### config.mk
export PLATFORM = sky130hd
export DESIGN_NAME = hpslot_ctrl
export DESIGN_NICKNAME = d
export VERILOG_FILES = /design/src/rtl/hpslot_pkg.sv /design/src/rtl/hpslot_regs.sv /design/src/rtl/hpslot_fsm.sv /design/src/rtl/hpslot_irq.sv /design/src/rtl/hpslot_ctrl.sv
export SDC_FILE = /design/constraint.sdc
export NUM_CORES = 1
export LEC_CHECK = 0
export BUFFER_PORTS_ARGS = -buffer_cell sky130_fd_sc_hd__buf_2
export CAP_MARGIN = 10
export CORE_ASPECT_RATIO = 1.1
export CORE_MARGIN = 2
export CORE_UTILIZATION = 35
export DETAILED_ROUTE_END_ITERATION = 12
export PLACE_DENSITY_LB_ADDON = 0.3
export SETUP_SLACK_MARGIN = 0.1
export SYNTH_ARGS = -nofsm -noshare
export SYNTH_HDL_FRONTEND = slang
export SYNTH_SLANG_ARGS = --single-unit
### constraint.sdc
create_clock -name clk -period 3.9 [get_ports clk]
set_input_delay 0.585 -clock clk [delete_from_list [all_inputs] [get_ports clk]]
set_output_delay 0.585 -clock clk [all_outputs]
set_load 0.02 [all_outputs]
### src/rtl/hpslot_pkg.sv
package hpslot_pkg;
    localparam int REG_W   = 16;
    localparam int NUM_EV  = 5;
    localparam int VEC_W_D = 5;

    // status bit positions
    localparam int EV_ATTN    = 0;
    localparam int EV_PWRF    = 1;
    localparam int EV_SENS    = 2;
    localparam int EV_PRES    = 3;
    localparam int EV_CMDC    = 4;
    localparam int ST_PRESENT = 6;
    localparam int ST_LOCK    = 7;

    // control bit positions
    localparam int CT_HPIE    = 5;
    localparam int CT_LOCKCMD = 11;

    localparam logic [REG_W-1:0] CTL_WMASK = 16'h03F9;
    localparam logic [REG_W-1:0] CTL_RESET = 16'h03C0;

    typedef enum logic [1:0] {
        ST_IDLE,
        ST_CMD,
        ST_EVAL,
        ST_SYNC
    } hp_state_e;
endpackage

### src/rtl/hpslot_regs.sv
module hpslot_regs
    import hpslot_pkg::*;
#(
    parameter logic [NUM_EV-1:0] EV_MASK = '1
) (
    input  logic               clk,
    input  logic               rst_n,
    input  logic               wr_en,
    input  logic [3:0]         wr_be,
    input  logic [2*REG_W-1:0] wr_data,
    input  logic               slot_req,
    input  logic               slot_req_insert,
    input  logic               btn_press,
    input  logic               set_cmdc,
    output logic [REG_W-1:0]   ctl_q,
    output logic [REG_W-1:0]   sts_q,
    output logic               ctl_hit,
    output logic               sts_hit,
    output logic               ev_new,
    output logic               cc_new,
    output logic               busy_err
);
    localparam int CTL_BYTES = REG_W / 8;

    logic [REG_W-1:0]  ctl_d;
    logic [REG_W-1:0]  sts_d;
    logic [NUM_EV-1:0] w1c;
    logic [NUM_EV-1:0] ext_set;
    logic [NUM_EV-1:0] cmd_set;
    logic              lock_cmd;
    logic              req_ok;
    logic              unused_hi;

    assign ctl_hit  = wr_en && (wr_be[0] || wr_be[1]);
    assign sts_hit  = wr_en && (wr_be[2] || wr_be[3]);
    assign lock_cmd = wr_en && wr_be[1] && wr_data[CT_LOCKCMD];
    assign req_ok   = slot_req && !sts_q[ST_LOCK];
    assign w1c      = (wr_en && wr_be[2]) ? wr_data[REG_W +: NUM_EV] : '0;
    assign unused_hi = ^wr_data[2*REG_W-1:REG_W+NUM_EV];

    for (genvar b = 0; b < CTL_BYTES; b++) begin : g_lane
        assign ctl_d[8*b +: 8] = (wr_en && wr_be[b])
                               ? (wr_data[8*b +: 8] & CTL_WMASK[8*b +: 8])
                               : ctl_q[8*b +: 8];
    end

    always_comb begin
        ext_set          = '0;
        ext_set[EV_ATTN] = btn_press;
        ext_set[EV_PRES] = req_ok;
        ext_set          = ext_set & EV_MASK;
        cmd_set          = '0;
        cmd_set[EV_CMDC] = set_cmdc;
        cmd_set          = cmd_set & EV_MASK;
    end

    assign ev_new = |(ext_set & ~sts_q[NUM_EV-1:0]);
    assign cc_new = |(cmd_set & ~sts_q[NUM_EV-1:0]);

    always_comb begin
        sts_d = sts_q;
        sts_d[NUM_EV-1:0] = (sts_q[NUM_EV-1:0] & ~w1c) | ext_set | cmd_set;
        if (req_ok)   sts_d[ST_PRESENT] = slot_req_insert;
        if (lock_cmd) sts_d[ST_LOCK]    = !sts_q[ST_LOCK];
    end

    always_ff @(posedge clk) begin
        if (!rst_n) begin
            ctl_q    <= CTL_RESET;
            sts_q    <= '0;
            busy_err <= 1'b0;
        end else begin
            ctl_q    <= ctl_d;
            sts_q    <= sts_d;
            busy_err <= slot_req && sts_q[ST_LOCK];
        end
    end
endmodule

### src/rtl/hpslot_fsm.sv
module hpslot_fsm
    import hpslot_pkg::*;
(
    input  logic clk,
    input  logic rst_n,
    input  logic ctl_hit,
    input  logic sts_hit,
    input  logic ev_new,
    input  logic cc_new,
    input  logic cond,
    output logic set_cmdc,
    output logic fire,
    output logic do_sync
);
    hp_state_e state_q;
    hp_state_e state_d;
    logic      prev_q;
    logic      do_cmp;

    always_ff @(posedge clk) begin
        if (!rst_n) state_q <= ST_IDLE;
        else        state_q <= state_d;
    end

    always_comb begin
        if (ctl_hit)              state_d = ST_CMD;
        else if (ev_new || cc_new) state_d = ST_EVAL;
        else if (sts_hit)         state_d = ST_SYNC;
        else                      state_d = ST_IDLE;
    end

    always_comb begin
        set_cmdc = 1'b0;
        do_cmp   = 1'b0;
        do_sync  = 1'b0;
        unique case (state_q)
            ST_IDLE: ;
            ST_CMD:  begin set_cmdc = 1'b1; do_cmp = 1'b1; end
            ST_EVAL: do_cmp  = 1'b1;
            ST_SYNC: do_sync = 1'b1;
        endcase
    end

    assign fire = do_cmp && (cond != prev_q);

    always_ff @(posedge clk) begin
        if (!rst_n)                prev_q <= 1'b0;
        else if (fire || do_sync)  prev_q <= cond;
    end
endmodule

### src/rtl/hpslot_irq.sv
module hpslot_irq #(
    parameter int VEC_W = 5
) (
    input  logic             clk,
    input  logic             rst_n,
    input  logic             fire,
    input  logic             do_sync,
    input  logic             cond,
    input  logic             msi_en,
    input  logic             msix_en,
    input  logic [VEC_W-1:0] vec_num,
    input  logic             msg_ready,
    output logic             msg_req,
    output logic             msg_msix,
    output logic [VEC_W-1:0] msg_vec,
    output logic             intx
);
    logic msg_mode;
    assign msg_mode = msi_en || msix_en;

    always_ff @(posedge clk) begin
        if (!rst_n) begin
            msg_req  <= 1'b0;
            msg_msix <= 1'b0;
            msg_vec  <= '0;
        end else if (fire && msg_mode) begin
            msg_req  <= 1'b1;
            msg_msix <= msix_en;
            msg_vec  <= vec_num;
        end else if (msg_req && msg_ready) begin
            msg_req  <= 1'b0;
        end
    end

    always_ff @(posedge clk) begin
        if (!rst_n)                               intx <= 1'b0;
        else if (fire && !msg_mode)               intx <= cond;
        else if (do_sync && !msg_mode && !cond)   intx <= 1'b0;
    end
endmodule

### src/rtl/hpslot_ctrl.sv
module hpslot_ctrl
    import hpslot_pkg::*;
#(
    parameter int                VEC_W   = VEC_W_D,
    parameter logic [NUM_EV-1:0] EV_MASK = '1
) (
    input  logic               clk,
    input  logic               rst_n,
    input  logic               wr_en,
    input  logic [3:0]         wr_be,
    input  logic [2*REG_W-1:0] wr_data,
    input  logic               slot_req,
    input  logic               slot_req_insert,
    input  logic               btn_press,
    input  logic               msi_en,
    input  logic               msix_en,
    input  logic [VEC_W-1:0]   vec_num,
    input  logic               msg_ready,
    output logic [REG_W-1:0]   ctl_rd,
    output logic [REG_W-1:0]   sts_rd,
    output logic               busy_err,
    output logic               msg_req,
    output logic               msg_msix,
    output logic [VEC_W-1:0]   msg_vec,
    output logic               intx
);
    logic ctl_hit, sts_hit, ev_new, cc_new;
    logic set_cmdc, fire, do_sync, cond;

    hpslot_regs #(.EV_MASK(EV_MASK)) u_regs (
        .clk(clk), .rst_n(rst_n), .wr_en(wr_en), .wr_be(wr_be),
        .wr_data(wr_data), .slot_req(slot_req),
        .slot_req_insert(slot_req_insert), .btn_press(btn_press),
        .set_cmdc(set_cmdc), .ctl_q(ctl_rd), .sts_q(sts_rd),
        .ctl_hit(ctl_hit), .sts_hit(sts_hit), .ev_new(ev_new),
        .cc_new(cc_new), .busy_err(busy_err)
    );

    assign cond = ctl_rd[CT_HPIE] &&
                  |(sts_rd[NUM_EV-1:0] & ctl_rd[NUM_EV-1:0] & EV_MASK);

    hpslot_fsm u_fsm (
        .clk(clk), .rst_n(rst_n), .ctl_hit(ctl_hit), .sts_hit(sts_hit),
        .ev_new(ev_new), .cc_new(cc_new), .cond(cond),
        .set_cmdc(set_cmdc), .fire(fire), .do_sync(do_sync)
    );

    hpslot_irq #(.VEC_W(VEC_W)) u_irq (
        .clk(clk), .rst_n(rst_n), .fire(fire), .do_sync(do_sync),
        .cond(cond), .msi_en(msi_en), .msix_en(msix_en),
        .vec_num(vec_num), .msg_ready(msg_ready), .msg_req(msg_req),
        .msg_msix(msg_msix), .msg_vec(msg_vec), .intx(intx)
    );
endmodule

# ---- After elaboration in Yosys (flattened, before gate mapping)
# Cells that the tools add are included.
dict set report totals {
  out_inout_bits 41
  word_cells 67
  inputBits 50
  reg_bits 27
}
dict set report op_classes {
  reduce_logical 30
  n_mux 11
  n_eq_ne 4
  bitwise_logic 9
}
# op n
set op_table {}
lappend op_table {{5-bit AND} 3}
lappend op_table {{1-bit logical AND} 15}
lappend op_table {{5-bit OR reduction} 3}
lappend op_table {{5-bit inverter} 2}
lappend op_table {{1-bit 2-to-1 mux} 8}
lappend op_table {{4-bit by 5-bit AND with 5-bit output} 1}
lappend op_table {{1-bit logical OR} 5}
lappend op_table {{5-bit 2-to-1 mux} 1}
lappend op_table {{5-bit by 4-bit bitwise OR with 5-bit output} 1}
lappend op_table {{5-bit bitwise OR} 1}
lappend op_table {{2-bit equality test, second input constant} 2}
lappend op_table {{2-bit 2-to-1 mux} 2}
lappend op_table {{2-bit nonzero test} 2}
lappend op_table {{2-bit OR reduction} 2}
lappend op_table {{1-bit zero test} 3}
lappend op_table {{2-bit by 1-bit equality test with 1-bit output, second input constant} 1}
lappend op_table {{1-bit != test} 1}
lappend op_table {{1-bit inverter} 1}

# ---- Logic depth before layout (Yosys ltp)
# Gate-level depths: netlist of run 1.
dict set report depth {
  ltp_word 7
  ltp_mapped 6
  depth_no_buf 6
}

# ---- Hierarchy
# From an unflattened synthesis of run 1, not the netlist that was laid out.
dict set report unflattened {
  hier_cells 138
  area_unflattened_um2 1266.2
}
# mod area_each_um2 cells_per_inst instances seq_area_each_um2
set by_module_without_submodules {}
lappend by_module_without_submodules {hpslot_regs 753.2 89 1 320.3}
lappend by_module_without_submodules {hpslot_irq 317.8 29 1 160.2}
lappend by_module_without_submodules {hpslot_fsm 170.2 17 1 60.1}
lappend by_module_without_submodules {hpslot_ctrl 25.0 3 1 0.0}

# ---- Worst setup path after synthesis of run 1
# Ideal clock, no wire load.
dict set report synth_path {
  kind {register to register}
  start {reg u_regs.sts_q[0]}
  end {reg u_irq.msg_vec[0]}
  period_less_slack_ns 1.699
  n_path_buf 0
  setup_time_ns 0.072
  path_slack_ns 2.201
  stages_incl_launch_ff 5
  t_arrival_ns 1.627
  required_time_ns 3.828
  path_cell_list {dfxtp_1 > a222oi_1 > or3_1 > a211oi_4 > mux2i_1}
}
dict set report synth_via {
  elab_chain_len 6
}
# element line_no
set synth_lines {}
lappend synth_lines {{from (decl)} hpslot_regs.sv:16} ;# output logic [REG_W-1:0] sts_q,
lappend synth_lines {{from (signal assigned)} hpslot_regs.sv:74} ;# sts_q <= sts_d;
lappend synth_lines {{5-bit AND} hpslot_ctrl.sv:40} ;# |(sts_rd[NUM_EV-1:0] & ctl_rd[NUM_EV-1:0] & EV_MASK);
lappend synth_lines {{5-bit OR reduction} hpslot_ctrl.sv:40}
lappend synth_lines {{1-bit logical AND} hpslot_ctrl.sv:39} ;# assign cond = ctl_rd[CT_HPIE] &&
lappend synth_lines {{1-bit != test} hpslot_fsm.sv:44} ;# assign fire = do_cmp && (cond != prev_q);
lappend synth_lines {{1-bit logical AND} hpslot_fsm.sv:44}
lappend synth_lines {{1-bit logical AND} hpslot_irq.sv:26} ;# end else if (fire && msg_mode) begin
lappend synth_lines {{to (signal assigned)} hpslot_irq.sv:29} ;# msg_vec <= vec_num;
lappend synth_lines {{to (decl)} hpslot_irq.sv:15} ;# output logic [VEC_W-1:0] msg_vec,
# Every way passes these cells.
# A chain may end at the register's enable or synchronous reset.

# ---- Worst setup path after layout of run 1
dict set report layout_path {
  start {reg u_regs.sts_q[0]}
  end {reg u_irq.msg_vec[3]}
}
# The elaborated chain is that of the path after synthesis.

==> results.yml, run 1 <==
status:
  status: "completed"
critical_path:
  max_stage_delay_ps: 480
  end_kind: "flip-flop"
  timing.rr.start: "u_regs.sts_q[0]"
  endpoint: "u_irq.msg_vec[3]"
  crit_arrival_ps: 2070
  timing.reg2reg.setup_slack_ps: 2100
  worstReg2RegEnd: "u_irq.msg_vec[3]"
  cp-start-kind: "flip-flop"
  slowest_stage: "a211oi_4"
  crit_buf_inv: 0
  crit_cells: 4
  ff2ff_path_depth: 4
  required_ps: 4160
  crit_family: "compound AO/OA/AOI/OAI gates"
  crit_fanout: 7
  path_class: "reg -> reg"
  startpoint: "u_regs.sts_q[0]"
  crit_chain: "a222oi_1 -> o21ai_1 -> a211oi_4 -> mux2i_1"
cells_and_area:
  final_layout_size_suffix_gt1_frac: 0.3046
  final_nets: 250
  area_growth_pct: 21.67
  diodes: 0
  fillers: 386
power_and_ir_drop:
  power_per_cell_area_nw_per_um2: 328.8
  peakVddDrop_mv: 0.1690
  p_total_w: 0.0005035
  p_comb_frac: 0.177
  p_sw_w: 0.0001475
  p_sw_frac: 0.2930
  intPower_w: 0.0003560
  pwr-share-clk: 0.241
  power_leakage_nw: 0.7461
  pwr-share-seq: 0.582
detailed_routing:
  drtIter0Drc: 16
  drt_pass1_iterations: 6
  vias: 1097
  routedWlPerCell_um: 10.81
  ant_nets: 0
  drc_errors: 0
  vias_per_cell: 4.478
  routed_wl_um: 2648
run:
  cap_violations: 0
global_route:
  grt_pass1_wl_um: 4181
  grt_max_degree: 34
  grt_pass1_vias: 946
  overflow: 0
  antenna_found_initial: 0
  grt_usage: 0.1356
clock_tree:
  htree_num_levels: 1
  cts.sinks: 27
  clkLatencyLatePin_ps: 320
  cts_root_buf: "clkbuf_4"
  tritoncts: "done"
  cts_setup_buffers: 0
  cts_made_buffers: 3
  clockBufferDepth: 2
  cts_hold_buf: 0
  post_cts_resized: 0
  clkTransAtPathRegs_ps: 150
floorplanning:
  fp.dieH_um: 66.90
  start_util: 0.3718
  rows: 22
  ios: 91
  dieArea_um2: 4093
  core_um2: 3386
  die_width_um: 61.18
yosys:
  synth-edff-count: 0
  ys_top_cells_by_area: "dfxtp_1 (43%), buf_4 (10%), nand2_1 (7.5%)"
  synth-seq-cells: 27
  synth_top_area_share: 0.4294
  ys_seq_area_frac: 0.4294
  ys_top_cells_by_count: "dfxtp_1 (27), nand2_1 (25), buf_4 (17), nand3_1 (16)"
  synthCells: 145
  yosysWarnings: 0
  synth_top_flop_cell: "dfxtp_1"
  yosysMostFrequentCell: "dfxtp_1"
  ys_types: 32
  synth.largest_area_cell: "dfxtp_1"
  syn_area_um2: 1259
  async_flop_share: 0
  avgSynthCellArea_um2: 8.681
place:
  hpwl_um: 2037
  portBuffers: 55
  gp_congestion: 0.6430
sta:
  clock.fmax_mhz: 554.8
  tns_ps: 0
  skew_ps: 4.324
  tightest_slew_ps: 545.4
  hold_viol: 0
  slew_headroom: 0.6364
  post-route-period-util: 0.4622
  rsz0062_at_grt: "false"
  slew_viol_final: 0
  period_needed_ps: 1803
  setup_viol: 0
min_path:
  hold_depth: 2
  hp-class: "in -> reg"
per-stage QoR:
stage | worst slack, ps | cells | instance area, um2 | utilization | hold slack, ps
finish | 2097 | 245 | 1531 | 0.4523 | 428.9
floorplan | 2201 | 161 | 1319 | - | 511.2
global route | 1914 | 245 | 1531 | 0.4523 | 415.9
detailed placement | 2099 | 241 | 1504 | 0.4442 | 428.1
CTS | 2055 | 245 | 1531 | 0.4523 | 425.2
global placement | 2091 | 241 | 1504 | 0.4442 | 422.9
cells in the final DEF (no fill, tap or decap), drive strengths merged:
cell type  netlist  final
nor2b            6      6
o211a            2      2
buf             17     55
a31oi            2      2
a222oi           1      1
and2             1      1
inv              4      4
a21o             1      1
nand2           25     25
clkbuf           6      3
ha               2      2
o211ai           1      1
nor2             3      3
clkinv           0      1
o21ai            2      2
nand2b           3      3
mux2i            6      6
o311a            1      1
a2111oi          1      1
and3             2      2
conb             1     17
o21a             2      2
xnor2            1      1
a21oi            3      3
a211oi           1      1
or3              1      1
a21boi           5      5
nand3           16     16
o221ai           1      1
o22ai            1      1
dfxtp           27     27
kinds of logic after synthesis:
group | count (synthesis) | synth area share
compound gates | 24 | 0.1501
xor+xnor | 1 | 0.006960
fa+ha+maj | 2 | 0.01988
buf+inv | 27 | 0.1312
flops | 27 | 0.4294
mux | 6 | 0.04772
other cells | 1 | 0.002979
simple gates | 57 | 0.2117
area by class of cell:
class                   instances  area [um2]  area share
inverters                       4       15.01    0.009804
clock inverters                 1       5.005    0.003268
repair buffers                 55       275.3      0.1797
clock buffers                   3       22.52     0.01471
flip-flops and latches         27       540.5      0.3529
well taps                      48       60.06     0.03922
multi-input cells             107       613.1      0.4003
metal layers:
metal / global-route usage / vias to the layer above / part of all wire
met4: 0.06522 / 0 / 0.018
li1: - / 562 / -
met2: 0.2460 / 28 / 0.52
met3: 0.005825 / 4 / 0.033
met1: 0.1572 / 503 / 0.43
met5: 0 / - / 0
worst min path at each step:
| stage | from | end | slack (ps) |
|---|---|---|---|
| after CTS | wr_data[17] | u_regs.sts_q[1] | 430 |
| after global routing | wr_data[17] | u_regs.sts_q[1] | 420 |
| after floorplan | u_regs.sts_q[1] | u_regs.sts_q[1] | 510 |
| final | wr_data[17] | u_regs.sts_q[1] | 430 |
| after detailed placement | u_regs.sts_q[1] | u_regs.sts_q[1] | 430 |
| after global placement | u_regs.sts_q[1] | u_regs.sts_q[1] | 420 |
sequential cells by signal, summed over array words and instances, names as in the netlist:
name,flops
u_fsm.prev_q,1
u_regs.busy_err,1
u_irq.intx,1
u_fsm.state_q,2
u_irq.msg_msix,1
u_irq.msg_req,1
u_irq.msg_vec,5
u_regs.sts_q,7
u_regs.ctl_q,8
power by group through the flow:
stage          sequential [W]  clock [W]  combinational, W
3_5_place_dp         0.000300          0         0.0000895
2_1_floorplan        0.000309          0         0.0000604
4_1_cts              0.000293   0.000125         0.0000898
3_3_place_gp         0.000299          0         0.0000890
6_report             0.000293   0.000121         0.0000891
5_1_grt              0.000295   0.000139         0.0000985
Note: power is estimated with default switching activity, not from simulation.
==> run 2: changes to the inputs <==
- clock period: 3.9 -> 1.9 ns (I/O delays scaled with it)
==> results.yml, run 2 (synthesis results as in run 1) <==
global_route:
  overflow: 0
  antenna_found_initial: 0
  grt_max_degree: 34
  grt_usage: 0.1332
  grt_pass1_vias: 969
  grt_pass1_wl_um: 4195
critical_path:
  crit_family: "compound AO/OA/AOI/OAI gates"
  crit_chain: "a222oi_1 -> or3_1 -> a2111oi_0 -> o211a_1"
  worstReg2RegEnd: "u_irq.intx"
  slowest_stage: "a2111oi_0"
  end_kind: "flip-flop"
  required_ps: 2170
  ff2ff_path_depth: 4
  max_stage_delay_ps: 470
  startpoint: "u_regs.sts_q[0]"
  timing.reg2reg.setup_slack_ps: 220
  crit_fanout: 4
  cp-start-kind: "flip-flop"
  path_class: "reg -> reg"
  timing.rr.start: "u_regs.sts_q[0]"
  crit_buf_inv: 0
  crit_arrival_ps: 1950
cells_and_area:
  final_common_cell: "buf_2"
  diodes: 0
  fillers: 380
  largest_reg_flops: 8
  largestRegisters: "u_regs.ctl_q x8, u_regs.sts_q x7, u_irq.msg_vec x5"
  area_growth_pct: 23.36
  register_area_um2: 540.5
  multi_input_area_um2: 616.8
  final_nets: 252
  final_layout_size_suffix_gt1_frac: 0.3166
  fin_area_um2: 1553
  layoutNonFillerInstCount: 247
  regMostFlops: "u_regs.ctl_q"
  fin_util: 0.4586
  layout_common_cells: "buf_2 (55), dfxtp_1 (27), nand2_1 (25)"
detailed_routing:
  drt_pass1_iterations: 4
  routedWlPerCell_um: 10.67
  vias_per_cell: 4.474
  vias: 1105
  drc_errors: 0
  ant_nets: 0
  drtIter0Drc: 27
  routed_wl_um: 2636
floorplanning:
  die_width_um: 61.18
  ios: 91
  dieArea_um2: 4093
  start_util: 0.3718
  fp.dieH_um: 66.90
  rows: 22
  core_um2: 3386
clock_tree:
  tritoncts: "done"
  clkTransAtPathRegs_ps: 160
  htree_num_levels: 1
  cts_setup_buffers: 0
  cts_root_buf: "clkbuf_4"
  clockBufferDepth: 2
  cts.sinks: 27
  clkLatencyLatePin_ps: 330
  cts_made_buffers: 3
sta:
  tightest_slew_ps: 540.1
  rsz0062_at_grt: "false"
  skew_ps: 20.59
  clock.fmax_mhz: 594.4
  setup_viol: 0
  hold_viol: 0
  slew_headroom: 0.6399
  slew_viol_final: 0
  holdWs_ps: 125.6
  tns_ps: 0
  period_needed_ps: 1682
  post-route-period-util: 0.8855
min_path:
  min_to: "u_regs.sts_q[2]"
  hp-class: "in -> reg"
  hold_depth: 2
  min-delay-start: "wr_data[18]"
status:
  status: "completed"
place:
  portBuffers: 55
  hpwl_um: 2051
  gp_congestion: 0.6582
  dpl.cell_count: 243
  dpl_cell_area_um2: 1519
power_and_ir_drop:
  power_leakage_nw: 0.7532
  peakVddDrop_mv: 0.3556
  power_per_cell_area_nw_per_um2: 669.4
run:
  cap_violations: 0
[run 2: what timing repair did]
action	in CTS	in global routing
hold buffers	0	0
setup endpoints to repair	0	5
resized for setup	0	1
[run 2: area by class of cell]
cell class,count,share of cell area
timing repair buffer,57,0.1869
clock inverter,1,0.004835
sequential,27,0.3481
multi-input combinational,107,0.3973
clock buffer,3,0.01450
inverter,4,0.009670
tap,48,0.03868
[run 2: per-layer routing]
metal / routed length, um / vias to the layer above / track usage
li1: - / 568 / -
met4: 29 / 0 / 0.06250
met2: 1356 / 30 / 0.2301
met1: 1145 / 505 / 0.1688
met5: 0 / - / 0
met3: 106 / 2 / 0
[run 2: report_power, final]
group	internal, W	total (W)	leakage, nW	switching, W
combinational	0.0000667	0.000187	0.519	0.000121
clock	0.0000804	0.000251	0.0139	0.000171
sequential	0.000587	0.000601	0.221	0.0000137
total	0.000734	0.00104	0.753	0.000305
[run 2: worst max-delay path by stage]
stage / to / cells past startpoint
2_1_floorplan: u_irq.msg_vec[0] / 4
3_3_place_gp: u_irq.msg_vec[3] / 5
3_5_place_dp: u_irq.msg_vec[2] / 5
4_1_cts: u_irq.msg_vec[2] / 5
5_1_grt: u_irq.msg_vec[2] / 5
6_report: u_irq.intx / 4
[run 2: worst register-to-register path, cell delays in order, from the launching register on]
cell	delay, ps
dfxtp_1	410
a222oi_1	150
or3_1	400
a2111oi_0	470
o211a_1	180
[run 2: stage by stage]
stage,power (W),setup WS (ps)
3_3_place_gp,0.0008006,247.5
3_5_place_dp,0.0008012,239.0
6_report,0.001039,217.6
2_1_floorplan,0.0007582,200.8
5_1_grt,0.001093,104.9
4_1_cts,0.001055,170.5
